[config.mk]
export PLATFORM = sky130hd
export DESIGN_NAME = dma_arb
export DESIGN_NICKNAME = d
export VERILOG_FILES = /design/src/rtl/dma_arb_pkg.sv /design/src/rtl/dma_arb_path.sv /design/src/rtl/dma_arb_ctrl.sv /design/src/rtl/dma_arb.sv
export SDC_FILE = /design/constraint.sdc
export NUM_CORES = 1
export LEC_CHECK = 0
export BUFFER_PORTS_ARGS = -buffer_cell sky130_fd_sc_hd__buf_2
export CORE_MARGIN = 2
export CORE_UTILIZATION = 29
export DETAILED_ROUTE_END_ITERATION = 7
export GPL_TIMING_DRIVEN = 0
export SLEW_MARGIN = 10
export SYNTH_ARGS = -nofsm -noshare
export SYNTH_HDL_FRONTEND = slang
export SYNTH_HIERARCHICAL = 1
export SYNTH_SLANG_ARGS = --single-unit
[constraint.sdc]
create_clock -name clk -period 1.7 [get_ports clk]
set_clock_uncertainty 0.2 [all_clocks]
set_input_delay 0.17 -clock clk [delete_from_list [all_inputs] [get_ports clk]]
set_output_delay 0.17 -clock clk [all_outputs]
set_load 0.05 [all_outputs]
[src/rtl/dma_arb_pkg.sv]
package dma_arb_pkg;

  // Per-channel transfer mode. The two block codes behave the same here.
  typedef enum logic [1:0] {
    MODE_SINGLE    = 2'b00,
    MODE_BURST     = 2'b01,
    MODE_BLOCK     = 2'b10,
    MODE_BLOCK_ALT = 2'b11
  } xfer_mode_e;

  // Strobes from control to datapath.
  typedef struct packed {
    logic latchSel;   // capture the current winner as the owner
  } arb_ctl_s;

endpackage

[src/rtl/dma_arb_path.sv]
module dma_arb_path
  import dma_arb_pkg::*;
#(
  parameter int NCH = 4,
  localparam int CW = $clog2(NCH)
) (
  input  logic             clk,
  input  logic             rstN,
  input  arb_ctl_s         ctl,
  input  logic [NCH-1:0]   chReq,
  input  logic [2*NCH-1:0] chMode,
  input  logic             addrFull,
  input  logic             hiMasterReq,
  output logic             anyElig,
  output logic             keepBus,
  output logic [CW-1:0]    actCh
);

  logic [NCH-1:0] eligMask;
  logic [NCH-1:0] eligReq;
  logic [CW-1:0]  winner;
  logic           higherPend;
  xfer_mode_e     actMode;

  // Odd slots (B side) only exist in short-address mode.
  for (genvar g = 0; g < NCH; g++) begin : g_elig
    if (g % 2 == 0) begin : g_aSlot
      assign eligMask[g] = 1'b1;
    end else begin : g_bSlot
      assign eligMask[g] = !addrFull;
    end
  end

  assign eligReq = chReq & eligMask;
  assign anyElig = |eligReq;

  // Fixed priority: the lowest index wins.
  always_comb begin
    winner = '0;
    for (int i = NCH - 1; i >= 0; i--) begin
      if (eligReq[i]) winner = CW'(i);
    end
  end

  // Is a more urgent eligible channel waiting?
  always_comb begin
    higherPend = 1'b0;
    for (int i = 0; i < NCH; i++) begin
      if (eligReq[i] && (CW'(i) < actCh)) higherPend = 1'b1;
    end
  end

  assign actMode = xfer_mode_e'(chMode[{actCh, 1'b0} +: 2]);

  assign keepBus = addrFull && (actMode != MODE_SINGLE) && chReq[actCh]
                   && !higherPend && !hiMasterReq;

  always_ff @(posedge clk or negedge rstN) begin
    if (!rstN) begin
      actCh <= '0;
    end else if (ctl.latchSel) begin
      actCh <= winner;
    end
  end


  owner_hold_chk: assert property (@(posedge clk) disable iff (!rstN)
    !ctl.latchSel |=> $stable(actCh));


  full_a_slot_chk: assert property (@(posedge clk) disable iff (!rstN)
    (ctl.latchSel && addrFull) |=> (actCh[0] == 1'b0));

endmodule

[src/rtl/dma_arb_ctrl.sv]
module dma_arb_ctrl
  import dma_arb_pkg::*;
(
  input  logic     clk,
  input  logic     rstN,
  input  logic     anyElig,
  input  logic     keepBus,
  input  logic     addrFull,
  input  logic     busGrant,
  input  logic     unitDone,
  output arb_ctl_s ctl,
  output logic     busReq,
  output logic     actValid,
  output logic     startStb,
  output logic     relStb
);

  typedef enum logic [1:0] {ST_IDLE, ST_ASK, ST_RUN} arb_state_e;

  arb_state_e state;
  logic       grabNow;
  logic       unitEnd;

  assign grabNow      = (state == ST_ASK) && busGrant && anyElig;
  assign unitEnd      = (state == ST_RUN) && unitDone;
  assign ctl.latchSel = grabNow;
  assign busReq       = (state != ST_IDLE);

  always_ff @(posedge clk or negedge rstN) begin
    if (!rstN) begin
      state    <= ST_IDLE;
      actValid <= 1'b0;
      startStb <= 1'b0;
      relStb   <= 1'b0;
    end else begin
      startStb <= 1'b0;
      relStb   <= 1'b0;
      case (state)
        ST_IDLE: if (anyElig) state <= ST_ASK;
        ST_ASK: begin
          if (grabNow) begin
            state    <= ST_RUN;
            actValid <= 1'b1;
            startStb <= 1'b1;
          end else if (busGrant) begin
            state <= ST_IDLE;
          end
        end
        ST_RUN: begin
          if (unitEnd) begin
            if (keepBus) begin
              startStb <= 1'b1;
            end else begin
              state    <= ST_IDLE;
              actValid <= 1'b0;
              relStb   <= 1'b1;
            end
          end
        end
        default: state <= ST_IDLE;
      endcase
    end
  end


  release_gap_chk: assert property (@(posedge clk) disable iff (!rstN)
    relStb |-> !busReq);


  short_release_chk: assert property (@(posedge clk) disable iff (!rstN)
    (unitEnd && !addrFull) |=> (relStb && !actValid));


  burst_continue_chk: assert property (@(posedge clk) disable iff (!rstN)
    (unitEnd && keepBus) |=> (startStb && busReq && actValid));


  start_needs_bus_chk: assert property (@(posedge clk) disable iff (!rstN)
    startStb |-> (busReq && actValid));

endmodule

[src/rtl/dma_arb.sv]
module dma_arb
  import dma_arb_pkg::*;
#(
  parameter int NCH = 4,
  localparam int CW = $clog2(NCH)
) (
  input  logic             clk,
  input  logic             rstN,
  input  logic [NCH-1:0]   chReq,
  input  logic [2*NCH-1:0] chMode,
  input  logic             addrFull,
  input  logic             busGrant,
  input  logic             hiMasterReq,
  input  logic             unitDone,
  output logic             busReq,
  output logic             actValid,
  output logic [CW-1:0]    actCh,
  output logic             startStb,
  output logic             relStb
);

  arb_ctl_s ctl;
  logic     anyElig;
  logic     keepBus;

  dma_arb_path #(.NCH(NCH)) u_path (
    .clk         (clk),
    .rstN        (rstN),
    .ctl         (ctl),
    .chReq       (chReq),
    .chMode      (chMode),
    .addrFull    (addrFull),
    .hiMasterReq (hiMasterReq),
    .anyElig     (anyElig),
    .keepBus     (keepBus),
    .actCh       (actCh)
  );

  dma_arb_ctrl u_ctrl (
    .clk      (clk),
    .rstN     (rstN),
    .anyElig  (anyElig),
    .keepBus  (keepBus),
    .addrFull (addrFull),
    .busGrant (busGrant),
    .unitDone (unitDone),
    .ctl      (ctl),
    .busReq   (busReq),
    .actValid (actValid),
    .startStb (startStb),
    .relStb   (relStb)
  );


  no_midunit_release_chk: assert property (@(posedge clk) disable iff (!rstN)
    (actValid && !unitDone) |=> actValid);

endmodule

After elaboration in Yosys (flattened, before gate mapping) --
Cells that the tools add are included.
Word-level totals: bits of input ports 18, bits in read-only memories 0, memory bits (writable) 0, word-level logic and storage cells 67, output and inout bits 6, memories kept 0, register bits 7, bits in latches 0
Operators by class: divide/modulo/power cells 0, reductions and logical operators 21, shifts and indexed selects 1, equality and inequality tests 7, bitwise operators 1, $lt $le $gt $ge 5, mux-type cells 27, add/subtract/negate cells 0, multiply operators 0
Operators by type and width (count):
- 2-to-1 mux 2 bit | 9
- 2-to-1 mux 1 bit | 14
- logical AND 1 bit | 11
- AND reduction 4 bit | 2
- indexed part select 8 x 4 -> 2 bit | 1
- one-hot mux 2 bit (3 select lines) | 1
- nonzero test 2 bit | 3
- bitwise AND 4 bit | 1
- < comparator 1 x 2 -> 1 bit, first input constant | 2
- < comparator 2 bit, first input constant | 2
- != test 2 x 1 -> 1 bit, second input constant | 2
- != test 2 bit, second input constant | 2
- one-hot mux 1 bit (2 select lines) | 2
- OR reduction 4 bit | 1
- zero test 1 bit | 3
- < comparator 2 x 3 -> 1 bit, second input constant | 1
- != test 3 bit, second input constant | 1
- binary-select mux 1 bit (select 2 bit) | 1
- == test 2 x 1 -> 1 bit, second input constant | 1
- == test 2 bit, second input constant | 1
- zero test 2 bit | 1

Depth between registers and ports, before layout --
depth in word-level cells 13, depth in mapped cells 6, gate-level depth less buffers 6

By module --
Netlist, hierarchy kept.
By module, submodules not included:
- dma_arb_ctrl | times used 1, seq. area each 125.1 um^2, cells each 27, area an instance 286.5 um^2
- dma_arb_path | times used 1, seq. area each 50.0 um^2, cells each 27, area an instance 198.9 um^2

Least setup slack after synthesis --
Ideal clock, no wire load.
path type register -> register, start reg u_path.actCh[1], end reg u_ctrl.state[0], data required time 1.375 ns, stages on the path, launching flop included 7, arrival time 1.867 ns, buffers on the path 0, clock period less this slack 2.192 ns, slack -0.492 ns, cells stage by stage dfrtp_1 -> nand2b_1 -> o221a_2 -> a211oi_2 -> nand2b_1 -> a222oi_1 -> mux2_2
Between the ends: word-level cells in the longest chain between the ends 11, elaborated cells on any way between the ends 23
RTL lines:
- start, declared | RTL line dma_arb_path.sv:16 | output logic [CW-1:0] actCh
- start signal, assigned | RTL line dma_arb_path.sv:62 | actCh <= winner;
- < comparator 1 x 2 -> 1 bit | RTL line dma_arb_path.sv:49 | if (eligReq[i] && (CW'(i) < actCh)) higherPend = 1'b1;
- logical AND 1 bit | RTL line dma_arb_path.sv:49
- 2-to-1 mux 1 bit (4 in a row) | RTL line dma_arb_path.sv:49
- zero test 1 bit | RTL line dma_arb_path.sv:56 | && !higherPend && !hiMasterReq;
- logical AND 1 bit (*) (2 in a row) | RTL line dma_arb_path.sv:56
- via keepBus | RTL line dma_arb.sv:24 | logic keepBus;
- != test 2 bit (no line) (*)
- AND reduction 4 bit (no line) (*)
- end signal, assigned | RTL line dma_arb_ctrl.sv:31 | state <= ST_IDLE;
- end signal, assigned | RTL line dma_arb_ctrl.sv:39 | ST_IDLE: if (anyElig) state <= ST_ASK;
- end signal, assigned | RTL line dma_arb_ctrl.sv:42 | state <= ST_RUN;
- end, declared | RTL line dma_arb_ctrl.sv:20 | arb_state_e state;
Mark *: on every way through the listed nets, which the timed path passes. The rest lies on a longest branch. The select of a mux whose other input is x is not followed. A chain may end at the register's enable or synchronous reset.

Worst setup path in the final report --
start reg u_path.actCh[1], end reg u_ctrl.state[1]
The elaborated chain is that of the path after synthesis.

==> flow_summary.rst <==
.. list-table::
   :header-rows: 1

   * - Metric
     - Value
   * - Number of max-cap violations
     - 0
   * - Total CTS buffers
     - 3
   * - DRC violation total after the first TritonRoute iteration
     - 10
   * - Power per cell area
     - 1630 nW/um^2
   * - Pint
     - 586 uW
   * - Total nets after synthesis
     - 76
   * - CTS root buffer
     - sky130_fd_sc_hd__clkbuf_4
   * - Proportion of power drawn by flip-flops and latches
     - 0.263
   * - Total routed wirelength
     - 1.15 mm
   * - Final global-route overflow total
     - 0
   * - Combinational Power Share
     - 0.606
   * - Main flop type after synthesis
     - sky130_fd_sc_hd__dfrtp_1
   * - TritonCTS clock tree
     - done
   * - Number of design rule violations left after detail routing
     - 0
   * - Reg clk slew, reported paths
     - 0.05 ns
   * - Worst-Skew Late Latency
     - 0.25 ns
   * - Peak fanout along the critical path
     - 6
   * - Peak VDD IR
     - 960 uV
   * - Total track usage
     - 0.126
   * - Via count of the first global-routing pass
     - 440
   * - Number of optimization iterations in the first detailed-route pass
     - 4
   * - Share of the synthesized area in the top cell type
     - 0.361
   * - Number of vias per cell after detailed routing
     - 5.03
   * - Tightest Pin Transition
     - 0.276 ns
   * - Top area cells in the synthesized netlist
     - sky130_fd_sc_hd__dfrtp_1 36%, sky130_fd_sc_hd__ha_1 10%, sky130_fd_sc_hd__inv_1 8.5%
   * - Antenna cells
     - 0
   * - Layout cells sized above 1
     - 0.429
   * - Share of synthesized area spent on multiplexers
     - 0.0670
   * - Minimum setup slack in the final design
     - -0.299 ns
   * - Multi-input logic area
     - 297 um^2
   * - Unrepaired setup endpoints after global routing
     - true
   * - Leakage
     - 0.372 nW
   * - Maximum number of pins on one net before global-route repair
     - 8
   * - Post-Synthesis Mean Instance Area
     - 8.99 um^2
   * - DPL Wire Length
     - 913 um
   * - Max frequency
     - 0.500 GHz
   * - Fraction of power consumed by the clock network
     - 0.130
   * - Netlist Area Pre-Place
     - 485 um^2
   * - Proportion of total power due to net switching
     - 0.490
   * - Violations in the final reports
     - setup timing
   * - Gate count of the mapped netlist
     - 54
   * - Run status
     - finished with violations
   * - Core area
     - 1540 um^2
   * - Post-synthesis register bit count
     - 7
   * - Post-synthesis async set-or-reset flop share
     - 1.00
   * - Cell type with the highest aggregate area in the netlist
     - sky130_fd_sc_hd__dfrtp_1
   * - TritonCTS sink count
     - 7
   * - Number of max-slew violations in the final report
     - 0
   * - Final Critical Period
     - 2.00 ns
   * - Effective utilization at floorplan
     - 0.315
   * - Filler Cells Inserted
     - 167
   * - Top-level port count
     - 24
   * - Footprint of the flip-flops and latches
     - 178 um^2
   * - Post-Route Setup TNS
     - -0.579 ns
   * - Max-slew headroom
     - 0.816
   * - WP data arrival
     - 1.94 ns
   * - Post-route core utilization
     - 0.457
   * - Distinct cell type count after synthesis
     - 22
   * - Required time reported for the critical path endpoint
     - 1.64 ns
   * - Antenna violation net count after detailed routing
     - 0
   * - Antenna violations before repair
     - 0
   * - Worst-case clock buffer depth
     - 2
   * - Die X
     - 44.9 um
   * - Commonest non-fill, non-tap cell in the layout
     - sky130_fd_sc_hd__buf_2
   * - Worst setup path category
     - reg2reg
   * - Final critical-path share of the clock period
     - 1.18
   * - Highest-count cells in the layout ignoring fill and taps
     - 23 x sky130_fd_sc_hd__buf_2, 10 x sky130_fd_sc_hd__inv_1, 5 x sky130_fd_sc_hd__nor2_1, 5 x sky130_fd_sc_hd__dfrtp_1, 4 x sky130_fd_sc_hd__ha_1
   * - # setup viols final
     - 2
   * - Global placement routability congestion
     - 0.734
   * - Number of buffers inserted by port buffering
     - 23
   * - Area added between synthesis and finish
     - 45.1%
   * - DR vias
     - 503
   * - Adder-cell share of the synthesized area
     - 0.103
   * - Net switching power
     - 563 uW
   * - Dominant combinational cell family by area after synthesis
     - compound AO/OA/AOI/OAI gates
   * - Clock H-tree levels
     - 1
   * - Final nets
     - 107
   * - Simple-gate share of the synthesized area
     - 0.157
   * - Layout Cell Area excl Fill
     - 704 um^2
   * - Number of flops mapped to enable cells by yosys
     - 0
   * - Type of origin of the critical path
     - register
   * - Post-Synth XOR/XNOR Area
     - 0
   * - Total die area
     - 2020 um^2
   * - Average routed wire per standard cell
     - 11.5 um
   * - Kind of path behind the tightest hold check
     - in2reg
   * - Complex-gate fraction of the synthesized area
     - 0.227
   * - Hold_ws
     - 0.0137 ns
   * - Sequential fraction of the synthesis area
     - 0.361
   * - Rows
     - 14
   * - Cell area reported after detailed placement
     - 623 um^2
   * - Yosys warnings
     - 6
   * - Wire length of the first global-routing pass
     - 1.76 mm
   * - DIE HEIGHT
     - 44.9 um
   * - Fin. Hold Viols
     - 0
   * - Kind of capture point of the worst setup path
     - register
[sequential cells by signal (all words and copies together) (netlist names)]
register / flops
u_path/actCh: 2
u_ctrl/actValid: 1
u_ctrl/relStb: 1
u_ctrl/state: 2
u_ctrl/startStb: 1
[layout make-up]
class,instances,share of cell area
tap,16,0.0284
multi-input combinational,36,0.421
timing repair buffer,26,0.202
clock buffer,4,0.0373
sequential,7,0.252
inverter,11,0.0586
[kinds of logic (layout without fill, tap and decap cells)]
group / count (synthesis) / after routing
multiplexers: 3 / 3
flip-flops: 7 / 7
AO/OA/AOI/OAI: 14 / 14
AND/OR/NAND/NOR: 15 / 15
adder cells (fa/ha/maj): 4 / 4
buffers and inverters: 11 / 41
[per-stage QoR]
stage          cells  worst slack (ns)  power [mW]
3_3_place_gp      93            -0.297       0.924
2_1_floorplan     54            -0.336       0.776
4_1_cts          100            -0.291        1.14
6_report         100            -0.299        1.15
3_5_place_dp      93            -0.286       0.932
5_1_grt          100            -0.357        1.24
[cells in the mapped netlist (all sizes together) (2+ instances only)]
master and n:
dfrtp 7, ha 4, inv 11, mux2 2, nand2 3, nand2b 3
nor2 5, nor2b 2, o2111ai 2, o21ai 3
[layer usage]
layer  vias to the layer above  track usage  share of wire
li1                        248            -              -
met1                       228        0.144           0.37
met2                        27        0.203           0.49
met3                         0       0.0720           0.14
met4                         0       0.0353              0
met5                         -            0              0
[path summary, 6_finish.rpt]
path                                 start              end  slack, ns  depth (start not counted)
max                        u_path/actCh[1]  u_ctrl/state[1]      -0.30                          6
min                               chReq[0]  u_path/actCh[0]       0.01                          4
max reg2reg                u_path/actCh[1]  u_ctrl/state[1]      -0.30                          6
min reg2reg                u_ctrl/state[0]  u_ctrl/state[0]       0.34                          1
max in group asynchronous             rstN  u_path/actCh[1]       1.07                          2
min in group asynchronous             rstN    u_ctrl/relStb       0.07                          2
[timing repair]
action,in CTS,in global routing
hold endpoints to repair,8,0
gates resized for setup,4,2
setup endpoints to repair,3,3
hold buffers,2,0
pin swaps,4,2
buffers inserted,1,1
[critical path, cell delays in order, from the launching register on]
cell	delay, ns
sky130_fd_sc_hd__dfrtp_2	0.43
sky130_fd_sc_hd__a311o_1	0.36
sky130_fd_sc_hd__a211oi_4	0.26
sky130_fd_sc_hd__nand2b_1	0.13
sky130_fd_sc_hd__a222oi_1	0.06
sky130_fd_sc_hd__buf_4	0.15
sky130_fd_sc_hd__mux2_4	0.29
[power by group through the flow]
stage,Combinational [mW],Clock (mW),Sequential [mW]
after floorplan,0.318,0,0.457
after CTS,0.682,0.157,0.302
after global routing,0.746,0.174,0.317
after detailed placement,0.632,0,0.300
after global placement,0.625,0,0.298
final,0.696,0.150,0.302
No activity file was read; power rests on OpenSTA's default activity.
